==> config.mk <==
export PLATFORM = sky130hd
export DESIGN_NAME = swrst_ctrl
export DESIGN_NICKNAME = d
export VERILOG_FILES = /design/src/rtl/swrst_pkg.sv /design/src/rtl/swrst_regport.sv /design/src/rtl/swrst_chan.sv /design/src/rtl/swrst_ctrl.sv
export SDC_FILE = /design/constraint.sdc
export NUM_CORES = 1
export LEC_CHECK = 0
export BUFFER_PORTS_ARGS = -buffer_cell sky130_fd_sc_hd__buf_2
export CAP_MARGIN = 5
export CORE_MARGIN = 2
export CORE_UTILIZATION = 32
export CTS_CLUSTER_SIZE = 12
export DETAILED_ROUTE_END_ITERATION = 8
export MAX_ROUTING_LAYER = met4
export PLACE_DENSITY = 0.8
export SETUP_SLACK_MARGIN = 0.05
export SLEW_MARGIN = 0
export SYNTH_ARGS = -nofsm -noshare
export SYNTH_HDL_FRONTEND = slang
export SYNTH_SLANG_ARGS = --single-unit
==> constraint.sdc <==
create_clock -name clk_i -period 1.6 [get_ports clk_i]
set_input_delay 0.24 -clock clk_i [delete_from_list [all_inputs] [get_ports clk_i]]
set_output_delay 0.24 -clock clk_i [all_outputs]
set_load 0.1 [all_outputs]
==> src/rtl/swrst_pkg.sv <==
package swrst_pkg;
  typedef enum logic [1:0] {
    KIND_LOCK = 2'd0,
    KIND_CTRL = 2'd1,
    KIND_NONE = 2'd2
  } reg_kind_e;

  localparam logic LOCK_RESVAL = 1'b1;
  localparam logic CTRL_RESVAL = 1'b1;
endpackage

==> src/rtl/swrst_regport.sv <==
module swrst_regport
  import swrst_pkg::*;
#(
  parameter int NUM_CH = 2,
  parameter int AW     = 4,
  parameter int DW     = 32
) (
  input  logic              we_i,
  input  logic [AW-1:0]     addr_i,
  input  logic [DW-1:0]     wdata_i,
  input  logic [NUM_CH-1:0] lock_i,
  input  logic [NUM_CH-1:0] ctrl_i,
  output logic [NUM_CH-1:0] lock_we_o,
  output logic [NUM_CH-1:0] ctrl_we_o,
  output logic              wbit_o,
  output logic [DW-1:0]     rdata_o
);
  localparam int NUM_REGS = 2 * NUM_CH;

  reg_kind_e           kind;
  logic [AW-1:0]       ch_idx;
  logic [NUM_CH-1:0]   sel;

  always_comb begin
    if (int'(addr_i) < NUM_CH) begin
      kind   = KIND_LOCK;
      ch_idx = addr_i;
    end else if (int'(addr_i) < NUM_REGS) begin
      kind   = KIND_CTRL;
      ch_idx = addr_i - AW'(NUM_CH);
    end else begin
      kind   = KIND_NONE;
      ch_idx = '0;
    end
  end

  for (genvar i = 0; i < NUM_CH; i++) begin : g_sel
    assign sel[i]       = (ch_idx == AW'(i)) && (kind != KIND_NONE);
    assign lock_we_o[i] = we_i && sel[i] && (kind == KIND_LOCK);
    assign ctrl_we_o[i] = we_i && sel[i] && (kind == KIND_CTRL);
  end

  assign wbit_o = wdata_i[0];

  logic rbit;
  always_comb begin
    rbit = 1'b0;
    for (int i = 0; i < NUM_CH; i++) begin
      if (sel[i]) rbit = (kind == KIND_LOCK) ? lock_i[i] : ctrl_i[i];
    end
  end

  assign rdata_o = {{(DW-1){1'b0}}, rbit};


  always_comb begin
    assert (!(kind == KIND_NONE) || (lock_we_o == '0 && ctrl_we_o == '0))
      else $error("unmapped_wr_chk");
  end
endmodule

==> src/rtl/swrst_chan.sv <==
module swrst_chan
  import swrst_pkg::*;
(
  input  logic clk_i,
  input  logic rst_ni,
  input  logic lock_we_i,
  input  logic ctrl_we_i,
  input  logic wbit_i,
  output logic lock_o,
  output logic ctrl_o,
  output logic upd_o
);
  logic lock_q, ctrl_q, upd_q;
  logic accept;

  // control gated by lock state before this edge
  assign accept = ctrl_we_i && lock_q;

  always_ff @(posedge clk_i or negedge rst_ni) begin
    if (!rst_ni) begin
      lock_q <= LOCK_RESVAL;
      ctrl_q <= CTRL_RESVAL;
      upd_q  <= 1'b0;
    end else begin
      if (lock_we_i && !wbit_i) lock_q <= 1'b0;
      if (accept) ctrl_q <= wbit_i;
      upd_q <= accept;
    end
  end

  assign lock_o = lock_q;
  assign ctrl_o = ctrl_q;
  assign upd_o  = upd_q;


  lock_sticky_chk: assert property (@(posedge clk_i) disable iff (!rst_ni)
    !lock_q |=> !lock_q);

  ctrl_frozen_chk: assert property (@(posedge clk_i) disable iff (!rst_ni)
    !lock_q |=> $stable(ctrl_q));

  upd_quiet_chk: assert property (@(posedge clk_i) disable iff (!rst_ni)
    !lock_q |=> !upd_q);

  upd_value_chk: assert property (@(posedge clk_i) disable iff (!rst_ni)
    upd_q |-> ctrl_q == $past(wbit_i));

  ctrl_change_chk: assert property (@(posedge clk_i) disable iff (!rst_ni)
    !$stable(ctrl_q) |-> upd_q);
endmodule

==> src/rtl/swrst_ctrl.sv <==
module swrst_ctrl #(
  parameter int NUM_CH = 2,
  parameter int AW     = 4,
  parameter int DW     = 32
) (
  input  logic              clk_i,
  input  logic              rst_ni,
  input  logic              we_i,
  input  logic [AW-1:0]     addr_i,
  input  logic [DW-1:0]     wdata_i,
  output logic [DW-1:0]     rdata_o,
  output logic [NUM_CH-1:0] rst_no,
  output logic [NUM_CH-1:0] upd_o
);
  logic [NUM_CH-1:0] lock_we, ctrl_we, lock_q, ctrl_q;
  logic              wbit;

  swrst_regport #(.NUM_CH(NUM_CH), .AW(AW), .DW(DW)) u_regport (
    .we_i     (we_i),
    .addr_i   (addr_i),
    .wdata_i  (wdata_i),
    .lock_i   (lock_q),
    .ctrl_i   (ctrl_q),
    .lock_we_o(lock_we),
    .ctrl_we_o(ctrl_we),
    .wbit_o   (wbit),
    .rdata_o  (rdata_o)
  );

  for (genvar i = 0; i < NUM_CH; i++) begin : g_ch
    swrst_chan u_chan (
      .clk_i    (clk_i),
      .rst_ni   (rst_ni),
      .lock_we_i(lock_we[i]),
      .ctrl_we_i(ctrl_we[i]),
      .wbit_i   (wbit),
      .lock_o   (lock_q[i]),
      .ctrl_o   (ctrl_q[i]),
      .upd_o    (upd_o[i])
    );
  end

  assign rst_no = ctrl_q;


  rdata_upper_zero_chk: assert property (@(posedge clk_i) disable iff (!rst_ni)
    rdata_o[DW-1:1] == '0);

  upd_single_chk: assert property (@(posedge clk_i) disable iff (!rst_ni)
    $onehot0(upd_o));
endmodule

-- Yosys cells after proc, flatten, opt, wreduce, memory -nomap -nowiden
Cells that the tools add are included.
- flip-flop bits (word level): 6
- bits in latches: 0
- RAM bits: 0
- memory bits (read-only): 0
- logic and storage cells: 35
- memories kept: 0
- add/subtract/negate cells: 1
- $mul: 0
- divide/modulo/power cells: 0
- order comparisons: 2
- equal/unequal tests: 3
- shift operators: 0
- muxes and demuxes: 8
- bitwise gates (word level): 0
- reductions and logical operators: 15
- operators by type and width (cell ; number):
    $logic_and A1 B1 Y1 ; 12
    $mux W4 ; 2
    $eq A4 B1 Y1 const B ; 1
    $logic_not A4 Y1 ; 1
    $lt A4 B2 Y1 const B ; 1
    $lt A4 B3 Y1 const B ; 1
    $mux W1 ; 4
    $mux W2 ; 2
    $sub A4 B2 Y4 const B ; 1
    $eq A2 B1 Y1 const B ; 1
    $logic_not A2 Y1 ; 1
    $ne A2 B2 Y1 const B ; 1
    $logic_not A1 Y1 ; 1

-- Longest topological paths before layout
Gate-level depths: netlist (run 1).
- word-level depth: 8
- depth in mapped cells: 6
- mapped depth without buffers: 5

-- Modules after synthesis
A second synthesis (run 1) with hierarchy kept.
- cells, all modules: 63
- area, all modules: 573.0 um^2
- modules (own cells, without submodules) (module ; times used ; cells an instance ; area an instance (um^2) ; seq. area each (um^2)):
    swrst_regport ; 1 ; 49 ; 347.8 ; 0.0
    swrst_chan ; 2 ; 7 ; 112.6 ; 77.6

-- Least setup slack after synthesis (run 1)
OpenSTA, ideal clock, no wires.
- path type: input to output
- from: in addr_i[1]
- to: out rdata_o[0]
- data arrival time: 1.321 ns
- data required time: 1.360 ns
- path slack: 0.039 ns
- stages on the path: 6
- buffers on the path: 1
- cell sequence: inv_1 -> ha_1 -> nor2b_1 -> o21ai_1 -> o22ai_1 -> buf_4
- cells in the longest elaborated chain, start to end: 7
- ends and longest elaborated chain (what ; line ; source):
    start: declaration ; swrst_ctrl.sv:9 ; input logic [AW-1:0] addr_i,
    $sub A4 B2 Y4 / $lt A4 B3 Y1 (equally long branches) ; swrst_regport.sv:30, swrst_regport.sv:28 ;
    $mux W4 / $mux W2 (equally long branches) ; swrst_regport.sv:28 ; end else if (int'(addr_i) < NUM_REGS) begin
    $mux W4 / $mux W2 (equally long branches) ; swrst_regport.sv:25 ; if (int'(addr_i) < NUM_CH) begin
    $logic_not A4 Y1, or another cell as far along ; swrst_regport.sv:38 ; assign sel[i] = (ch_idx == AW'(i)) && (kind != KIND_NONE);
    $logic_and A1 B1 Y1 / $mux W1 (equally long branches) ; swrst_regport.sv:38, swrst_regport.sv:49 ;
    $mux W1 ; swrst_regport.sv:49 ; if (sel[i]) rbit = (kind == KIND_LOCK) ? lock_i[i] : ctrl_i[i];
    $mux W1 * ; swrst_regport.sv:49 ;
    end: declaration ; swrst_ctrl.sv:11 ; output logic [DW-1:0] rdata_o,
Mark *: on every way between the ends. The rest lies on a longest branch, timed or not.

-- Worst setup path after layout (run 1)
- from: in addr_i[2]
- to: out rdata_o[0]
The elaborated chain is that of the path after synthesis.

==> results.json, run 1 <==
{
  "critical_path_class": "primary input to primary output",
  "via_per_inst": 3.73,
  "cts_buffers": 3,
  "critPathTopFamily": "buffers and inverters",
  "max_stage_delay_ns": 0.21,
  "min_path_type": "primary input to flop",
  "grt_use_total_pct": 11.3,
  "grt_pass1_wl_um": 1660,
  "syn-cell-area_um2": 604,
  "ys_ff_latch": 6,
  "setup_tns_ns": 0,
  "drtAntennaViolNets": 0,
  "rr_endpoint": "g_ch[1].u_chan.ctrl_o",
  "drtIter0Drc": 3,
  "pre_cts_slack_ns": -0.0964,
  "crit_arrival_ns": 1.28,
  "finalSetupViolCount": 0,
  "synth_cells": 66,
  "ir_worst_vdd_v": 0.000399,
  "clockBufferDepth": 2,
  "detail_route.wl_per_cell_um": 9.96,
  "avgSynthCellArea_um2": 9.16,
  "nets": 128,
  "crit_path_end": "rdata_o[0]",
  "worstReg2RegStart": "g_ch[1].u_chan.lock_o",
  "skew_ns": 0.000373,
  "clk_pin_slew_ns": 0.05,
  "insertion_delay_ns": 0.24,
  "pin_count": 75,
  "grt_max_degree": 7,
  "drive_above_1_share_pct": 46.0,
  "synth_cell_types": 19,
  "first_pass_iters": 2,
  "design_area_um2": 754,
  "root_buffer": "clkbuf_4",
  "place.gp.congestion": 0.704,
  "power_w": 0.000698,
  "fp.dieW_um": 47.5,
  "fin_hold_ws_ns": 0.251,
  "status": "finished, final reports clean",
  "drt-total-wl_um": 1120,
  "place_hpwl_um": 907,
  "worstRegToRegCells": 2,
  "setup_ws_ns": 0.0770,
  "drc": 0,
  "reg2reg_slack_ns": 0.48,
  "grt_antenna_before_repair": 0,
  "period_needed_ns": 1.52,
  "grt_pass1_vias": 384,
  "clock-sinks": 6,
  "yosysWarnings": 0,
  "grt-ovfl-total": 0,
  "area_growth_pct": 24.8,
  "crit_path_max_fanout": 4,
  "cp-start-kind": "primary input",
  "rsz0062_at_grt": "yes",
  "cts_max_level": 1,
  "crit_chain": "buf_8 > buf_6 > nor3_2 > buf_4 > mux2i_2 > o22ai_2 > buf_12",
  "slew_violations": 0,
  "p_leak_nw": 0.391,
  "max_freq_ghz": 0.657,
  "finalHoldViolations": 0,
  "max_cap_violations": 0,
  "dieArea_mm2": 0.00225,
  "cts_tree": "yes",
  "ys_seq_area_share_pct": 25.7,
  "worstPathRequired_ns": 1.36,
  "crit_buf_inv": 4,
  "crit_path_end_kind": "primary output",
  "fp.dieH_um": 47.5,
  "crit_cells": 7,
  "startpoint": "addr_i[2]",
  "antenna_cells": 0,
  "nFillCells": 174,
  "vias": 418,
  "fp.coreArea_mm2": 0.00175,
  "placed_cell_area_um2": 621,
  "io_buffers": 12,
  "cp_slowest_cell": "mux2i_2",
  "num_rows": 15,
  "power_density_mw_per_mm2": 925,
  "fin_crit_sh_pct": 95.2,
  "initial_utilization_pct": 34.6
}
==> kinds of logic after synthesis <==
kind of cell	share of synthesized area [%]
multiplexers	7.04
AND/OR/NAND/NOR	8.08
flip-flops	25.7
adder cells (fa/ha/maj)	2.07
AO/OA/AOI/OAI	9.32
buffers and inverters	47.2
other	0.621
==> what timing repair did <==
| item | in CTS | in global routing |
|---|---|---|
| cloned | 0 | 0 |
| buffers inserted | 1 | 0 |
| endpoints found under the setup margin | 1 | 1 |
| hold buffers | 1 | 0 |
| pin swaps | 2 | 3 |
| resized for setup | 9 | 12 |
| endpoints found under the hold margin | 2 | 0 |
==> cell usage in the layout (no fill, tap or decap), drive strengths merged, types with 2 or more instances in the layout <==
| cell type | netlist | routed |
|---|---|---|
| clkbuf | 0 | 4 |
| o41a | 2 | 2 |
| o21ai | 2 | 2 |
| mux2i | 2 | 2 |
| conb | 1 | 31 |
| buf | 36 | 22 |
| inv | 4 | 4 |
| o2111ai | 2 | 2 |
| nor3 | 2 | 2 |
| mux2 | 2 | 2 |
| dfstp | 4 | 4 |
| dfrtp | 2 | 2 |
==> registers in the layout (all words and copies together), names as in the netlist <==
name,count
g_ch.u_chan.ctrl_o,2
g_ch.u_chan.upd_o,2
g_ch.u_chan.lock_o,2
==> how the worst min path moves through the flow <==
stage / from / end / slack (ns) / cells past startpoint
finish: wdata_i[0] / g_ch[1].u_chan.ctrl_o / 0.25 / 2
floorplan: rst_ni / g_ch[0].u_chan.upd_o / -0.06 / 0
detailed placement: rst_ni / g_ch[0].u_chan.upd_o / 0.07 / 1
CTS: wdata_i[0] / g_ch[1].u_chan.ctrl_o / 0.24 / 2
global placement: rst_ni / g_ch[1].u_chan.upd_o / 0.06 / 1
global route: wdata_i[0] / g_ch[0].u_chan.ctrl_o / 0.25 / 2
==> power by group <==
part | internal, W | switching (W) | leakage [nW] | total, W
clock network | 0.0000946 | 0.0000561 | 0.0150 | 0.000151
registers | 0.000153 | 0 | 0.0692 | 0.000153
logic | 0.0000432 | 0.000351 | 0.307 | 0.000394
==> layout make-up <==
class | count | area, um2 | area share (%)
timing repair buffer | 23 | 184 | 24.4
multi-input combinational | 50 | 338 | 44.8
inverter | 4 | 20.0 | 2.65
clock buffer | 4 | 26.3 | 3.48
sequential | 6 | 155 | 20.6
tap | 25 | 31.3 | 4.15
==> layer usage <==
metal,part of all wire [%],vias up,GRT usage (%)
met4,0,0,5.00
li1,-,198,-
met5,0,-,-
met3,6.1,0,3.40
met1,35,201,11.3
met2,59,19,20.0
==> worst register-to-register path, stage by stage, from the launching register on <==
cell	delay, ns
dfstp_2	0.56
o2111ai_1	0.15
mux2_1	0.34
==> through the flow <==
stage	util, %	cells
3_3_place_gp	35.6	106
4_1_cts	40.2	112
6_report	43.2	112
2_1_floorplan	-	96
3_5_place_dp	35.6	106
5_1_grt	43.2	112
==> Yosys cell counts <==
cell | count | area, um2
dfstp_2 | 4 | 105
dfrtp_1 | 2 | 50.1
o22ai_1 | 1 | 6.26
nor2b_1 | 1 | 6.26
ha_1 | 1 | 12.5
inv_1 | 4 | 15.0
buf_4 | 36 | 270
mux2_1 | 2 | 22.5
mux2i_1 | 2 | 20.0
o21ai_1 | 1 | 5.00
nor3_1 | 2 | 10.0
o41a_1 | 2 | 22.5
or2_2 | 1 | 6.26
conb_1 | 1 | 3.75
and4bb_1 | 1 | 12.5
o2111ai_1 | 2 | 17.5
nor3b_1 | 1 | 7.51
nand2b_1 | 1 | 6.26
o21ai_0 | 1 | 5.00
Note: power is estimated with default switching activity, not from simulation.
==> inputs of run 2 (changes only) <==
clock period = 1.7 ns   (was 1.6 ns; I/O delays follow)
==> results.json, run 2 (synthesized netlist as in run 1, its figures left out) <==
{
  "status": "finished, final reports clean",
  "worstPathRequired_ns": 1.44,
  "crit_chain": "buf_2 > inv_1 > ha_1 > nor2b_4 > o21ai_2 > o22ai_2 > buf_12",
  "fp.dieW_um": 47.5,
  "grt-ovfl-total": 0,
  "pwr-share-seq_pct": 22.5,
  "crit_path_end_kind": "primary output",
  "cts_max_level": 1,
  "skew_ns": 0.00235,
  "drive_above_1_share_pct": 37.3,
  "insertion_delay_ns": 0.25,
  "crit_path_max_fanout": 3,
  "max_freq_ghz": 0.627,
  "drtIter0Drc": 0,
  "period_needed_ns": 1.59,
  "clock-sinks": 6,
  "grt_pass1_wl_um": 1400,
  "ir_worst_vdd_v": 0.000428,
  "fin_hold_ws_ns": 0.257,
  "power_w": 0.000638,
  "reg2reg_slack_ns": 0.59,
  "worstRegToRegCells": 2,
  "cts_setup_buffers": 0,
  "detail_route.wl_per_cell_um": 8.81,
  "grt_max_degree": 7,
  "fp.dieH_um": 47.5,
  "rr_endpoint": "g_ch[1].u_chan.ctrl_o",
  "grt_use_total_pct": 10.0,
  "grt_antenna_before_repair": 0,
  "first_pass_iters": 1,
  "fin_crit_sh_pct": 93.8,
  "critical_path_class": "primary input to primary output",
  "layout_commonest_cell": "conb_1",
  "comb_power_share_pct": 54.9,
  "dieArea_mm2": 0.00225,
  "root_buffer": "clkbuf_4",
  "nets": 124,
  "max_stage_delay_ns": 0.27,
  "antenna_cells": 0,
  "rsz0062_at_grt": "no",
  "crit_buf_inv": 3,
  "area_growth_pct": 9.52,
  "grt_pass1_vias": 356,
  "drc": 0,
  "min_path_type": "primary input to flop",
  "critPathTopFamily": "buffers and inverters",
  "p_leak_nw": 0.363,
  "max_cap_violations": 0,
  "clk_pin_slew_ns": 0.04,
  "fp.coreArea_mm2": 0.00175,
  "clockBufferDepth": 2,
  "final_cell_mix": "conb_1, buf_2, buf_4, inv_1, dfstp_2",
  "via_per_inst": 3.69,
  "nFillCells": 186,
  "finalHoldViolations": 0,
  "min_to": "g_ch[0].u_chan.ctrl_o",
  "internal_power_w": 0.000261,
  "worstReg2RegStart": "g_ch[1].u_chan.lock_o",
  "finalSetupViolCount": 0,
  "drt-total-wl_um": 951,
  "crit_arrival_ns": 1.34,
  "p_sw_share_pct": 59.1,
  "place.gp.congestion": 0.685,
  "io_buffers": 12,
  "cp-start-kind": "primary input",
  "cts_buffers": 3,
  "initial_utilization_pct": 34.6,
  "vias": 398,
  "place_hpwl_um": 770,
  "hold_depth": 2,
  "p_clk_share_pct": 22.6,
  "cts_tree": "yes",
  "num_rows": 15,
  "p_switching_w": 0.000377,
  "drtAntennaViolNets": 0,
  "slew_violations": 0,
  "pin_count": 75,
  "cp_slowest_cell": "ha_1",
  "worstHoldStart": "wdata_i[0]",
  "power_density_mw_per_mm2": 964
}
-- run 2: worst register-to-register path, stage by stage (launching register included) --
cell and delay, ns:
dfstp_2 0.54, o2111ai_1 0.15, mux2_1 0.35
-- run 2: power by group through the flow --
| stage | logic, W | registers (W) | clock network, W |
|---|---|---|---|
| floorplan | 0.000366 | 0.000146 | 0 |
| global placement | 0.000336 | 0.000146 | 0 |
| detailed placement | 0.000339 | 0.000146 | 0 |
| CTS | 0.000342 | 0.000144 | 0.000153 |
| global route | 0.000362 | 0.000143 | 0.000166 |
| finish | 0.000350 | 0.000144 | 0.000144 |
-- run 2: worst max-delay path by stage --
stage	startpoint	to	slack (ns)	depth (start not counted)
6_report	addr_i[1]	rdata_o[0]	0.11	7
5_1_grt	addr_i[1]	rdata_o[0]	0.05	7
4_1_cts	addr_i[1]	rdata_o[0]	0.07	7
3_5_place_dp	addr_i[1]	rdata_o[0]	-0.07	7
3_3_place_gp	addr_i[1]	rdata_o[0]	-0.01	7
2_1_floorplan	addr_i[1]	rdata_o[0]	0.11	6
-- run 2: final cells by class --
class | count | area (um2) | share of cell area, %
inverter | 4 | 15.0 | 2.27
clock buffer | 4 | 26.3 | 3.97
multi-input combinational | 50 | 304 | 45.9
timing repair buffer | 19 | 130 | 19.7
tap | 25 | 31.3 | 4.73
sequential | 6 | 155 | 23.4
-- run 2: what timing repair did --
item                                    CTS  global route
resized for setup                         2             4
hold buffers                              1             0
endpoints found under the hold margin     2             0
endpoints found under the setup margin    1             1
pin swaps                                 1             1
-- run 2: through the flow --
stage	setup TNS, ns	utilization [%]	cells	setup WS (ns)	cell area [um2]
finish	0	37.9	108	0.105	662
global route	0	37.9	108	0.0485	662
CTS	0	36.8	108	0.0742	643
detailed placement	-0.0686	34.3	103	-0.0686	598
global placement	-0.0138	34.3	103	-0.0138	598
floorplan	0	-	96	0.109	717
-- run 2: layer usage --
layer / global-route usage (%) / routed length [um] / vias to the layer above
met1: 8.84 / 280 / 182
li1: - / - / 186
met2: 15.4 / 563 / 28
met5: - / 0 / -
met3: 3.77 / 82 / 2
met4: 11.1 / 25 / 0
